### src/rtl/mdu_il_pkg.sv
package mdu_il_pkg;

  localparam int REG_W        = 5;
  localparam int MUL_HOLD_1P  = 1;
  localparam int MUL_HOLD_2P  = 2;
  localparam int DEP_EXTRA    = 1;
  localparam int MF_DEP_STALL = 1;
  localparam int TWO_PASS_OCC = 1;
  localparam int CNT_MAX      = MUL_HOLD_2P + DEP_EXTRA;
  localparam int CNT_W        = $clog2(CNT_MAX + 1);

  typedef enum logic [2:0] {
    OP_INT  = 3'd0,
    OP_MULT = 3'd1,
    OP_MACC = 3'd2,
    OP_MFHL = 3'd3,
    OP_MTHL = 3'd4,
    OP_MUL  = 3'd5,
    OP_DIV  = 3'd6,
    OP_RSV  = 3'd7
  } op_e;

  function automatic logic unit_class(input logic [2:0] op);
    return (op >= 3'd1) && (op <= 3'd6);
  endfunction

  function automatic logic uses_multiplier(input logic [2:0] op);
    return (op == OP_MULT) || (op == OP_MACC) || (op == OP_MUL);
  endfunction

endpackage

### src/rtl/mdu_il_mpy_track.sv
module mdu_il_mpy_track
  import mdu_il_pkg::*;
#(
  parameter int OCC = TWO_PASS_OCC
) (
  input  logic       clk,
  input  logic       rst_n,
  input  logic       issue,
  input  logic [2:0] op,
  input  logic       two_pass,
  input  logic       req_valid,
  output logic       mpy_stall
);

  localparam int OW = $clog2(OCC + 1);

  logic [OW-1:0] occ_q, occ_n;
  logic          occ_en;

  always_comb begin
    occ_en = 1'b0;
    occ_n  = occ_q;
    if (issue && two_pass && uses_multiplier(op)) begin
      occ_en = 1'b1;
      occ_n  = OW'(OCC);
    end else if (occ_q != '0) begin
      occ_en = 1'b1;
      occ_n  = occ_q - 1'b1;
    end
  end

  always_ff @(posedge clk or negedge rst_n) begin
    if (!rst_n)      occ_q <= '0;
    else if (occ_en) occ_q <= occ_n;
  end

  assign mpy_stall = req_valid && unit_class(op) && (occ_q != '0);

  AST_TWO_PASS_BLOCKS: assert property (@(posedge clk) disable iff (!rst_n)
    (issue && two_pass && uses_multiplier(op)) |=> (!req_valid || !unit_class(op) || mpy_stall));

endmodule

### src/rtl/mdu_il_gpr_track.sv
module mdu_il_gpr_track
  import mdu_il_pkg::*;
(
  input  logic             clk,
  input  logic             rst_n,
  input  logic             issue,
  input  logic             req_valid,
  input  logic [2:0]       op,
  input  logic             two_pass,
  input  logic [REG_W-1:0] src_a,
  input  logic [REG_W-1:0] src_b,
  input  logic [REG_W-1:0] dst,
  output logic             gpr_stall
);

  logic [CNT_W-1:0] hold_q, hold_n;
  logic [CNT_W-1:0] dep_q, dep_n;
  logic [REG_W-1:0] dreg_q, dreg_n;
  logic             cnt_en, dreg_en;
  logic             reads_dep;

  always_comb begin
    hold_n  = (hold_q != '0) ? hold_q - 1'b1 : hold_q;
    dep_n   = (dep_q  != '0) ? dep_q  - 1'b1 : dep_q;
    dreg_n  = dreg_q;
    dreg_en = 1'b0;
    if (issue) begin
      dreg_en = 1'b1;
      dreg_n  = dst;
      if (op == OP_MUL) begin
        hold_n = two_pass ? CNT_W'(MUL_HOLD_2P) : CNT_W'(MUL_HOLD_1P);
        dep_n  = two_pass ? CNT_W'(MUL_HOLD_2P + DEP_EXTRA)
                          : CNT_W'(MUL_HOLD_1P + DEP_EXTRA);
      end else if (op == OP_MFHL) begin
        hold_n = '0;
        dep_n  = CNT_W'(MF_DEP_STALL);
      end else begin
        dep_n  = '0;
      end
    end
    cnt_en = issue || (hold_q != '0) || (dep_q != '0);
  end

  always_ff @(posedge clk or negedge rst_n) begin
    if (!rst_n) begin
      hold_q <= '0;
      dep_q  <= '0;
    end else if (cnt_en) begin
      hold_q <= hold_n;
      dep_q  <= dep_n;
    end
  end

  always_ff @(posedge clk or negedge rst_n) begin
    if (!rst_n)       dreg_q <= '0;
    else if (dreg_en) dreg_q <= dreg_n;
  end

  assign reads_dep = (dreg_q != '0) && ((src_a == dreg_q) || (src_b == dreg_q));
  assign gpr_stall = req_valid && ((hold_q != '0) || ((dep_q != '0) && reads_dep));

  AST_MUL_SLOT_HOLD: assert property (@(posedge clk) disable iff (!rst_n)
    (issue && op == OP_MUL) |=> (!req_valid || gpr_stall));

endmodule

### src/rtl/mdu_il_div_guard.sv
module mdu_il_div_guard
  import mdu_il_pkg::*;
(
  input  logic       req_valid,
  input  logic [2:0] op,
  input  logic       div_busy,
  output logic       div_stall
);

  assign div_stall = req_valid && unit_class(op) && div_busy;

endmodule

### src/rtl/mdu_issue_interlock.sv
module mdu_issue_interlock
  import mdu_il_pkg::*;
(
  input  logic             clk,
  input  logic             rst_n,
  input  logic             in_valid,
  input  logic [2:0]       in_op,
  input  logic             in_two_pass,
  input  logic [REG_W-1:0] in_src_a,
  input  logic [REG_W-1:0] in_src_b,
  input  logic [REG_W-1:0] in_dst,
  input  logic             div_busy,
  output logic             stall
);

  logic rst_meta_q, rst_sync_n;
  logic mpy_stall, gpr_stall, div_stall;
  logic issue;

  always_ff @(posedge clk or negedge rst_n) begin
    if (!rst_n) begin
      rst_meta_q <= 1'b0;
      rst_sync_n <= 1'b0;
    end else begin
      rst_meta_q <= 1'b1;
      rst_sync_n <= rst_meta_q;
    end
  end

  mdu_il_mpy_track u_mpy (
    .clk       (clk),
    .rst_n     (rst_sync_n),
    .issue     (issue),
    .op        (in_op),
    .two_pass  (in_two_pass),
    .req_valid (in_valid),
    .mpy_stall (mpy_stall)
  );

  mdu_il_gpr_track u_gpr (
    .clk       (clk),
    .rst_n     (rst_sync_n),
    .issue     (issue),
    .req_valid (in_valid),
    .op        (in_op),
    .two_pass  (in_two_pass),
    .src_a     (in_src_a),
    .src_b     (in_src_b),
    .dst       (in_dst),
    .gpr_stall (gpr_stall)
  );

  mdu_il_div_guard u_div (
    .req_valid (in_valid),
    .op        (in_op),
    .div_busy  (div_busy),
    .div_stall (div_stall)
  );

  assign stall = mpy_stall | gpr_stall | div_stall;
  assign issue = in_valid && !stall;

  AST_IDLE_NO_STALL: assert property (@(posedge clk) disable iff (!rst_sync_n)
    !in_valid |-> !stall);

  AST_DIV_HOLDS_UNIT: assert property (@(posedge clk) disable iff (!rst_sync_n)
    (in_valid && unit_class(in_op) && div_busy) |-> stall);

  AST_ONE_PASS_FREE: assert property (@(posedge clk) disable iff (!rst_sync_n)
    ($past(issue && !in_two_pass && (in_op == OP_MULT || in_op == OP_MACC))
     && in_valid && (in_op == OP_MACC || in_op == OP_MFHL) && !div_busy
     && in_src_a == '0 && in_src_b == '0) |-> !stall);

endmodule

### config.mk
export PLATFORM = sky130hd
export DESIGN_NAME = mdu_issue_interlock
export DESIGN_NICKNAME = d
export VERILOG_FILES = /design/src/rtl/mdu_il_pkg.sv /design/src/rtl/mdu_il_mpy_track.sv /design/src/rtl/mdu_il_gpr_track.sv /design/src/rtl/mdu_il_div_guard.sv /design/src/rtl/mdu_issue_interlock.sv
export SDC_FILE = /design/constraint.sdc
export NUM_CORES = 1
export LEC_CHECK = 0
export BUFFER_PORTS_ARGS = -buffer_cell sky130_fd_sc_hd__buf_4
export CAP_MARGIN = 20
export CELL_PAD_IN_SITES_DETAIL_PLACEMENT = 0
export CELL_PAD_IN_SITES_GLOBAL_PLACEMENT = 1
export CORE_MARGIN = 10
export CORE_UTILIZATION = 38
export CTS_BUF_LIST = sky130_fd_sc_hd__clkbuf_8
export DETAILED_ROUTE_END_ITERATION = 12
export GPL_TIMING_DRIVEN = 0
export PLACE_DENSITY = 0.77
export SETUP_SLACK_MARGIN = 0.05
export SLEW_MARGIN = 30
export SYNTH_ARGS = -nofsm -noshare
export SYNTH_HDL_FRONTEND = slang
export SYNTH_SLANG_ARGS = --single-unit
### constraint.sdc
create_clock -name clk -period 1.8 [get_ports clk]
set_input_delay 0.18 -clock clk [delete_from_list [all_inputs] [get_ports clk]]
set_output_delay 0.18 -clock clk [all_outputs]
set_load 0.02 [all_outputs]
**Word-level counts from Yosys, hierarchy flattened**

Cells that the tools add are included.

- $add $sub $neg: 3
- $mul: 0
- Div/mod/pow operators: 0
- $lt $le $gt $ge: 2
- Eq/ne operators: 6
- Shift operators: 0
- Muxes and demuxes: 15
- Bitwise operators: 2
- Reduce and logical (&&, ||, !) cells: 23

Operators by type and width:

| kind | number |
|---|---|
| 2-bit two-way mux | 8 |
| 5-bit equality test | 2 |
| 1-bit logical AND | 10 |
| 1-bit two-way mux | 7 |
| 3-bit by 2-bit equality test with 1-bit output, second input constant | 2 |
| 1-bit logical OR | 6 |
| 2-bit nonzero test | 3 |
| 5-bit nonzero test | 1 |
| 2-bit AND reduction | 2 |
| 2-bit by 1-bit subtractor with 2-bit output, second input constant | 2 |
| 3-bit by 1-bit equality test with 1-bit output, second input constant | 1 |
| 3-bit equality test, second input constant | 1 |
| 3-bit by 1-bit greater-or-equal comparator with 1-bit output, second input constant | 1 |
| 3-bit <= comparator, second input constant | 1 |
| 1-bit bitwise OR | 2 |
| 1-bit logical NOT | 1 |
| 1-bit subtractor, second input constant | 1 |

- Bits in registers: 12
- Bits in latches: 0
- RAM bits: 0
- Bits in read-only memories: 0
- Word-level logic and storage cells: 57
- Memories kept: 0

**Logic depth before layout (Yosys ltp)**

Gate-level depths: netlist of the first run.

- Word-level depth: 13
- Mapped depth: 6

**Hierarchy**

A second synthesis of the first run with hierarchy kept.

- Cells, all modules: 76
- Area total of the unflattened synthesis: 745.7 um^2

By module, submodules not included:

| module | times used | cells each | area an instance (um^2) | sequential area each (um^2) |
|---|---|---|---|---|
| mdu_il_gpr_track | 1 | 58 | 574.3 | 225.2 |
| mdu_il_mpy_track | 1 | 9 | 72.6 | 25.0 |
| mdu_issue_interlock | 1 | 5 | 68.8 | 50.0 |
| mdu_il_div_guard | 1 | 4 | 30.0 | 0.0 |

**Worst setup path before layout of the first run**

Ideal clock, no wire load.

- Kind: register to output
- Start point: register u_gpr.dreg_q[4]
- End point: output stall
- Arrival time: 1.382 ns
- Slack: 0.238 ns
- Cell stages (with the launch flop): 6
- Path buffers: 0
- Path through: dfrtp_1 -> xnor2_1 -> nand3_1 -> o22ai_1 -> nand2_1 -> a21boi_0

- Longest elaborated chain between the ends: 8
- Elaborated cells between the ends (all ways): 10
- Classes of those cells: 2 x eq/ne; 2 x bitwise; 6 x reduce/logical

RTL lines:

| element | line | RTL |
|---|---|---|
| start: declaration | mdu_il_gpr_track.sv:18 | `logic [REG_W-1:0] dreg_q, dreg_n;` |
| start signal: assignment | mdu_il_gpr_track.sv:56 | `else if (dreg_en) dreg_q <= dreg_n;` |
| 5-bit equality test | mdu_il_gpr_track.sv:59 | `assign reads_dep = (dreg_q != '0) && ((src_a == dreg_q) \|\| (src_b == dreg_q));` |
| 1-bit logical OR | mdu_il_gpr_track.sv:59 |  |
| 1-bit logical AND (*) | mdu_il_gpr_track.sv:59 |  |
| 1-bit logical AND (*) | mdu_il_gpr_track.sv:60 | `assign gpr_stall = req_valid && ((hold_q != '0) \|\| ((dep_q != '0) && reads_dep));` |
| 1-bit logical OR (*) | mdu_il_gpr_track.sv:60 |  |
| 1-bit logical AND (*) | mdu_il_gpr_track.sv:60 |  |
| 1-bit bitwise OR (*) (2 in a row) | mdu_issue_interlock.sv:60 | `assign stall = mpy_stall \| gpr_stall \| div_stall;` |
| end: declaration | mdu_issue_interlock.sv:13 | `output logic stall` |

Every way passes the cells marked *; elsewhere a longest branch is shown, timed or not.

**Final worst setup path of the first run**

- Start point: register u_gpr.dreg_q[1]
- End point: output stall

The elaborated chain is that of the path after synthesis.

==> out/metrics.csv, run 1 <==
metric,value,unit
drive_gt1_share,42.6,%
initial_core_util,40.1,%
clkLatencyLatePin,250,ps
dp_slack,82.2,ps
core_area,1750,um2
min_from,in_two_pass,
die-width,62.9,um
ios,24,
r2r_slack,160,ps
ctsRootBufferMaster,clkbuf_8,
p_int,755,uW
required,1620,ps
vias,566,
critical_path.startpoint_type,flip-flop,
cts-buffers-inserted,3,
synthDistinctLibCells,22,
synth_fp_nets,90,
rsz0062_at_grt,true,
ir_drop,0.525,mV
path_class,flip-flop to output pin,
via_per_inst,4.76,
setup_viol,0,
timing.setup.tns,0,ps
route.detailed.drc,0,
cts_tree,built,
first_iter_violations,6,
die_area,3960,um2
routedWlPerCell,14.3,um
whs_endpoint,u_gpr.hold_q[0],
fmax,587,MHz
power_density,1080,nW/um2
ant_nets,0,
layout_commonest_cell,buf_4,
cap_violations,0,
power,1.07,mW
critical_path.top_delay_family,flip-flops,
swShare,29.4,%
async_flop_share,100,%
drv_slew,0,
final_hold_viol_count,0,
wl,1700,um
fin_crit,1700,ps
p_comb_share,35.4,%
grt_first_pass_wirelength,2940,um
io_buffers,23,
hold-path-cell-count,2,
clock_skew,3.36,ps
worstPathArrival,1520,ps
rr_startpoint,u_gpr.dep_q[0],
grt_max_degree,11,
clkTransAtPathRegs,50,ps
place_inst,114,
crit_buf_inv,1,
cts_buffer_depth,2,
ys_seq_area_share,42.9,%
cp_max_fo,4,
p_leak,0.464,nW
antennaDiodeCount,0,
cpPeakStageDelay,430,ps
final_cell_mix,"buf_4, xnor2_1, dfrtp_1",
design_area,990,um2
h-tree-depth,1,
fin_ws,95.8,ps
gr-total-overflow,0,
status,"finished, final reports clean",
grt_pass1_vias,612,
placed_cell_area,905,um2
power.switching,314,uW
gp_congestion,0.692,
finalCritPeriodShare,94.7,%
nets,119,
synth_edf_count,0,
avgSynthCellArea,10.6,um2
cts_sinks,12,
rr_endpoint,u_gpr.dreg_q[1],
layout.cells.non_filler,119,
whs,152,ps
grt_use_total,9.40,%
rows,15,
ys_warn_count,0,
drtPass1Iterations,4,
syn_to_final_growth,41.2,%
cp-end-kind,output pin,
crit_chain,xnor2_1 > nand3_1 > o22ai_2 > nand2_1 > a21boi_2 > buf_4,
ff2ff_path_depth,6,
p_seq_share,36.6,%
chipHeight,62.9,um
cp_slowest_cell,dfrtp_1,
dp_hpwl,1290,um
synth-seq-cells,12,
syn_inst,66,
power_frac_clock,28.0,%
min_path_type,input port to flip-flop,
fin_util,56.7,%
antenna_found_initial,0,
syn_area,701,um2
synth-main-ff-cell,dfrtp_1,
==> layout make-up <==
cell class / count / area, um2
Buffer: 1 / 11.3
Clock buffer: 4 / 55.1
Fill cell: 166 / 756
Inverter: 4 / 15.0
Multi-Input combinational cell: 49 / 392
Sequential cell: 12 / 303
Tap cell: 25 / 31.3
Timing Repair Buffer: 24 / 183
==> Yosys cell counts, drive strengths merged, types with 2 or more instances <==
cell | instances | area (um2)
mux2 | 6 | 90.1
nor3 | 4 | 20.0
nand3 | 4 | 20.0
inv | 4 | 15.0
nand2 | 5 | 18.8
nor2 | 4 | 15.0
xnor2 | 11 | 96.3
dfrtp | 12 | 300
o22ai | 2 | 12.5
a21oi | 2 | 10.0
==> sequential cells by signal, indices dropped and copies added, names as in the netlist <==
| register | cells |
|---|---|
| rst_meta_q | 1 |
| rst_sync_n | 1 |
| u_gpr.dep_q | 2 |
| u_gpr.dreg_q | 5 |
| u_gpr.hold_q | 2 |
| u_mpy.occ_q | 1 |
==> routing by layer <==
metal | up-vias | wire [um] | global-route usage, %
met3 | 5 | 92 | 3.05
met5 | - | 0 | 0
met4 | 0 | 42 | 5.87
met2 | 19 | 837 | 14.7
met1 | 261 | 726 | 10.7
li1 | 281 | - | -
==> repair_timing <==
action | 4_1_cts | 5_1_grt
endpoints found under the hold margin | 2 | 0
setup endpoints to repair | 1 | 7
setup buffers | 0 | 0
cloned | 0 | 0
hold buffers | 1 | 0
gates resized for setup | 3 | 3
pin swaps | 1 | 1
==> cells by family after synthesis <==
kind of cell,after synthesis,share of synthesized area (%)
simple gates,21,14.5
flops,12,42.9
xor+xnor,11,13.7
compound gates,8,8.57
mux,7,14.3
buf+inv,5,3.75
fa+ha+maj,1,1.79
other cells,1,0.535
==> worst max-delay path by stage <==
stage                          from         endpoint  slack, ps  cells after the start
CTS                 u_gpr.dreg_q[1]            stall         60                      6
global placement    u_gpr.dreg_q[4]  u_gpr.dreg_q[2]        120                      6
global route        u_gpr.dreg_q[2]            stall          6                      6
detailed placement  u_gpr.dreg_q[1]  u_gpr.dreg_q[0]         80                      6
finish              u_gpr.dreg_q[1]            stall        100                      6
floorplan           u_gpr.dreg_q[4]            stall        240                      5
==> power groups by stage <==
stage / Sequential, mW / Clock [mW] / Combinational, mW
after floorplan: 0.378 / 0 / 0.280
after global placement: 0.392 / 0 / 0.353
after detailed placement: 0.394 / 0 / 0.361
after CTS: 0.389 / 0.303 / 0.378
after global routing: 0.405 / 0.319 / 0.420
final: 0.391 / 0.300 / 0.378
Note: power is estimated with default switching activity, not from simulation.
==> run 2, diff against run 1 <==
==> constraint.sdc (replaced) <==
create_clock -name clk -period 1.8 [get_ports clk]
set_input_delay 0.09 -clock clk [delete_from_list [all_inputs] [get_ports clk]]
set_output_delay 0.09 -clock clk [all_outputs]
set_load 0.02 [all_outputs]
==> out/metrics.csv, run 2 (synthesis results as in run 1) <==
metric,value,unit
p_int,756,uW
cts-buffers-inserted,3,
whs_endpoint,u_gpr.hold_q[0],
chipHeight,62.9,um
cpPeakStageDelay,380,ps
drtPass1Iterations,3,
clkLatencyLatePin,240,ps
io_buffers,23,
vias,570,
ctsRootBufferMaster,clkbuf_8,
hold-path-cell-count,2,
dp_hpwl,1290,um
nets,120,
ff2ff_path_depth,6,
cp_max_fo,10,
p_seq_share,36.9,%
drv_slew,0,
placed_cell_area,905,um2
antennaDiodeCount,0,
ir_drop,0.528,mV
clock_skew,3.78,ps
multi_input_area,380,um2
required,1930,ps
die_area,3960,um2
final_cell_mix,"buf_4, xnor2_1, dfrtp_1",
layout_commonest_cell,buf_4,
clkTransAtPathRegs,60,ps
via_per_inst,4.75,
crit_buf_inv,2,
grt_pass1_vias,617,
fin_util,56.7,%
timing.setup.tns,0,ps
die-width,62.9,um
reg_top3,"u_gpr.dreg_q: 5 flops, u_gpr.dep_q: 2 flops, u_gpr.hold_q: 2 flops",
h-tree-depth,1,
largest_reg_flops,5,
core_area,1750,um2
power.switching,310,uW
finalCritPeriodShare,90.8,%
p_comb_share,35.0,%
worstPathArrival,1760,ps
routedWlPerCell,14.2,um
first_iter_violations,5,
power_frac_clock,28.0,%
cp_slowest_cell,dfrtp_1,
critical_path.startpoint_type,flip-flop,
rows,15,
setup_viol,0,
top_register,u_gpr.dreg_q,
min_path_type,input port to flip-flop,
rsz0062_at_grt,false,
cap_violations,0,
cp-end-kind,flip-flop,
fmax,612,MHz
wl,1700,um
syn_to_final_growth,41.2,%
r2r_slack,170,ps
power_density,1080,nW/um2
critical_path.top_delay_family,compound AO/OA/AOI/OAI gates,
cts_buffer_depth,2,
layout.cells.non_filler,120,
path_class,flip-flop to flip-flop,
fin_crit,1630,ps
swShare,29.1,%
whs,64.4,ps
initial_core_util,40.1,%
ant_nets,0,
drive_gt1_share,44.2,%
antenna_found_initial,0,
grt_first_pass_wirelength,2920,um
rr_endpoint,u_gpr.dreg_q[1],
seq_area,307,um2
cts_sinks,12,
p_leak,0.460,nW
n_fill_cell,167,
place_inst,114,
gr-total-overflow,0,
min_from,in_two_pass,
ios,24,
crit_chain,inv_1 > ha_1 > a21oi_1 > a211o_1 > buf_6 > mux2_4,
grt_max_degree,11,
final_hold_viol_count,0,
route.detailed.drc,0,
grt_use_total,9.33,%
rr_startpoint,u_gpr.dep_q[0],
status,"finished, final reports clean",
gp_congestion,0.692,
cts_tree,built,
design_area,990,um2
run 2: power groups by stage:
| stage | Sequential (mW) | Clock, mW | Combinational [mW] |
|---|---|---|---|
| final | 0.394 | 0.299 | 0.373 |
| after global routing | 0.407 | 0.320 | 0.414 |
| after CTS | 0.389 | 0.303 | 0.370 |
| after detailed placement | 0.394 | 0 | 0.361 |
| after global placement | 0.392 | 0 | 0.353 |
| after floorplan | 0.378 | 0 | 0.280 |
run 2: per-stage QoR:
stage / setup WS (ps) / power, mW
after global placement: 122 / 0.745
after floorplan: 260 / 0.657
final: 166 / 1.07
after CTS: 68.5 / 1.06
after global routing: 67.2 / 1.14
after detailed placement: 82.2 / 0.755
run 2: worst max path at each step:
stage / startpoint / endpoint / depth (start not counted) / slack [ps]
3_3_place_gp: u_gpr.dreg_q[4] / u_gpr.dreg_q[2] / 6 / 120
3_5_place_dp: u_gpr.dreg_q[1] / u_gpr.dreg_q[0] / 6 / 80
4_1_cts: u_gpr.dreg_q[1] / stall / 6 / 70
5_1_grt: u_gpr.dreg_q[2] / stall / 6 / 70
2_1_floorplan: u_gpr.dreg_q[4] / u_gpr.dep_q[0] / 6 / 260
6_report: u_gpr.dep_q[0] / u_gpr.dreg_q[1] / 6 / 170
run 2: cell type report:
type | count | share of cell area [%]
Clock buffer | 4 | 5.56
Sequential cell | 12 | 31.0
Inverter | 4 | 1.52
Multi-Input combinational cell | 49 | 38.4
Timing Repair Buffer | 25 | 19.2
Tap cell | 25 | 3.16
Buffer | 1 | 1.14
run 2: layer usage:
metal | up-vias | global-route usage, % | wire, um
met5 | - | 0 | 0
met4 | 0 | 5.87 | 42
met3 | 5 | 3.05 | 88
met2 | 19 | 14.7 | 832
met1 | 264 | 10.5 | 735
li1 | 282 | - | -
run 2: timing repair:
item                       4_1_cts  5_1_grt
cloned                           0        0
hold buffers                     1        0
setup endpoints to repair        1        7
resized for setup                1        6
pin swaps                        0        2
setup buffers                    0        1
hold endpoints to repair         2        0
run 2: worst register-to-register path, stage by stage (launching register included):
cell and delay, ps:
dfrtp_1 380, inv_1 70, ha_1 220, a21oi_1 80, a211o_1 310, buf_6 160
mux2_4 300
==> run 3, diff against run 2 <==
--- a/config.mk
+++ b/config.mk
@@ -5,6 +5,7 @@
 export SDC_FILE = /design/constraint.sdc
 export NUM_CORES = 1
 export LEC_CHECK = 0
+export ABC_AREA = 1
 export BUFFER_PORTS_ARGS = -buffer_cell sky130_fd_sc_hd__buf_4
 export CAP_MARGIN = 20
 export CELL_PAD_IN_SITES_DETAIL_PLACEMENT = 0
@@ -14,7 +15,7 @@
 export CTS_BUF_LIST = sky130_fd_sc_hd__clkbuf_8
 export DETAILED_ROUTE_END_ITERATION = 12
 export GPL_TIMING_DRIVEN = 0
-export PLACE_DENSITY = 0.77
+export PLACE_DENSITY = 0.82
 export SETUP_SLACK_MARGIN = 0.05
 export SLEW_MARGIN = 30
 export SYNTH_ARGS = -nofsm -noshare
==> out/metrics.csv, run 3 <==
metric,value,unit
drtPass1Iterations,5,
wl,1930,um
design_area,1070,um2
grt_max_degree,11,
largest_reg_flops,5,
power.switching,357,uW
status,"finished, final reports clean",
synth_top_area_cell,dfrtp_1,
ys_seq_area_share,37.7,%
p_comb_share,35.8,%
min_path_type,input port to flip-flop,
fmax,635,MHz
ir_drop,0.535,mV
synth_edf_count,0,
clkLatencyLatePin,240,ps
cap_violations,0,
initial_core_util,40.2,%
route.detailed.drc,0,
critical_path.startpoint_type,flip-flop,
p_leak,0.625,nW
reg_top3,"u_gpr.dreg_q: 5 flops, u_gpr.dep_q: 2 flops, u_gpr.hold_q: 2 flops",
worstPathArrival,1490,ps
cp_max_fo,4,
h-tree-depth,1,
cts_buffer_depth,2,
p_seq_share,36.3,%
first_iter_violations,55,
ctsRootBufferMaster,clkbuf_8,
gr-total-overflow,0,
ant_nets,0,
syn_area,796,um2
synth_common_cells,"nand2_1, inv_1, dfrtp_1",
placed_cell_area,1000,um2
swShare,33.6,%
finalCritPeriodShare,87.5,%
synth_most_common_cell,nand2_1,
syn_inst,121,
routedWlPerCell,10.9,um
core_area,1980,um2
cts_sinks,12,
die_area,4320,um2
dp_hpwl,1550,um
synth.top_cells.by_area,"dfrtp_1, nand2_1, inv_1",
power_density,996,nW/um2
drv_slew,0,
cp-end-kind,output pin,
required,1710,ps
setup_viol,0,
cts-buffers-inserted,3,
path_class,flip-flop to output pin,
die-width,65.8,um
final_hold_viol_count,0,
ios,24,
synth-main-ff-cell,dfrtp_1,
rsz0062_at_grt,false,
avgSynthCellArea,6.58,um2
grt_first_pass_wirelength,3120,um
fin_crit,1580,ps
vias,777,
cts_tree,built,
timing.setup.tns,0,ps
clkTransAtPathRegs,50,ps
p_int,706,uW
via_per_inst,4.41,
synth.top_cell.area_share,37.7,%
layout_commonest_cell,nand2_1,
chipHeight,65.8,um
antennaDiodeCount,0,
clock_skew,0.836,ps
power_frac_clock,27.9,%
synthDistinctLibCells,20,
antenna_found_initial,0,
gp_congestion,0.889,
syn_to_final_growth,34.1,%
nets,174,
grt_use_total,9.24,%
io_buffers,23,
post_cts_resized,0,
synth_fp_nets,145,
async_flop_share,100,%
drive_gt1_share,25.5,%
synth-seq-cells,12,
top_register,u_gpr.dreg_q,
rows,16,
ys_warn_count,0,
grt_pass1_vias,706,
final_cell_mix,"nand2_1, buf_4, inv_1",
[run 3: cell count changes in the layout (fill, tap and decap cells not counted), sizes merged, moves of 2 or more]
cell   delta
inv      +20
mux2      -6
nand2    +44
nand3     +4
nand4     +2
nor2      +5
nor3      -3
o21ai     +4
or2       +2
xnor2     -8
[run 3: cell families after synthesis]
| kind of cell | synth area share, % |
|---|---|
| flip-flops | 37.7 |
| XOR/XNOR | 3.30 |
| AND/OR/NAND/NOR | 37.7 |
| AO/OA/AOI/OAI | 6.45 |
| buffers and inverters | 12.7 |
| adder cells (fa/ha/maj) | 1.57 |
| other | 0.471 |
[run 3: per-layer routing]
layer  part of all wire [%]  global-route usage (%)  routed length (um)
met1                     45                    11.7                 862
met2                     45                    13.3                 861
met3                    8.6                    3.39                 166
met4                    1.9                    4.81                  36
met5                      0                       0                   0
[run 3: final cells by class]
class	count	area [um2]
flip-flops and latches	12	300
inverters	24	90.1
clock buffers	4	55.1
multi-input cells	84	394
plain buffers	1	11.3
well taps	27	33.8
fillers	199	915
repair buffers	24	183
[run 3: per-stage QoR]
stage / instances / total power, mW / setup WS, ps / util (%) / hold WS [ps]
5_1_grt: 176 / 1.16 / 85.9 / 53.9 / 37.4
3_3_place_gp: 171 / 0.764 / 344 / 50.6 / -127
4_1_cts: 176 / 1.08 / 213 / 53.9 / 36.9
2_1_floorplan: 121 / 0.666 / 470 / - / -206
3_5_place_dp: 171 / 0.770 / 339 / 50.6 / -126
6_report: 176 / 1.06 / 224 / 53.9 / 39.6
[run 3: worst max-delay path, stage by stage (launching register included)]
cell and delay [ps]:
dfrtp_1 360, inv_1 50, ha_1 250, o21bai_1 170
inv_1 60, nand2_2 70, a21oi_1 130, buf_4 160
[run 3: repair_timing]
| item | in CTS | in global routing |
|---|---|---|
| endpoints found under the hold margin | 2 | 0 |
| hold buffers | 1 | 0 |
| buffers inserted | 0 | 0 |
[run 3: worst paths after layout]
path,depth (start not counted),slack (ps),startpoint,end
max in group asynchronous,0,1320,rst_sync_n,u_gpr.dep_q[1]
worst max-delay path,7,220,u_gpr.dep_q[0],stall
min in group asynchronous,2,160,rst_n,rst_meta_q
worst max register to register,9,330,u_gpr.dep_q[1],u_gpr.dreg_q[3]
worst min-delay path,3,40,in_dst[2],u_gpr.dreg_q[2]
worst min register to register,0,180,rst_sync_n,u_gpr.dreg_q[1]
[run 3: power by group through the flow]
stage / combinational, mW / sequential, mW / clock (mW)
after floorplan: 0.289 / 0.377 / 0
after global placement: 0.376 / 0.388 / 0
after detailed placement: 0.379 / 0.391 / 0
after CTS: 0.384 / 0.387 / 0.305
after global routing: 0.445 / 0.393 / 0.319
final: 0.380 / 0.386 / 0.297
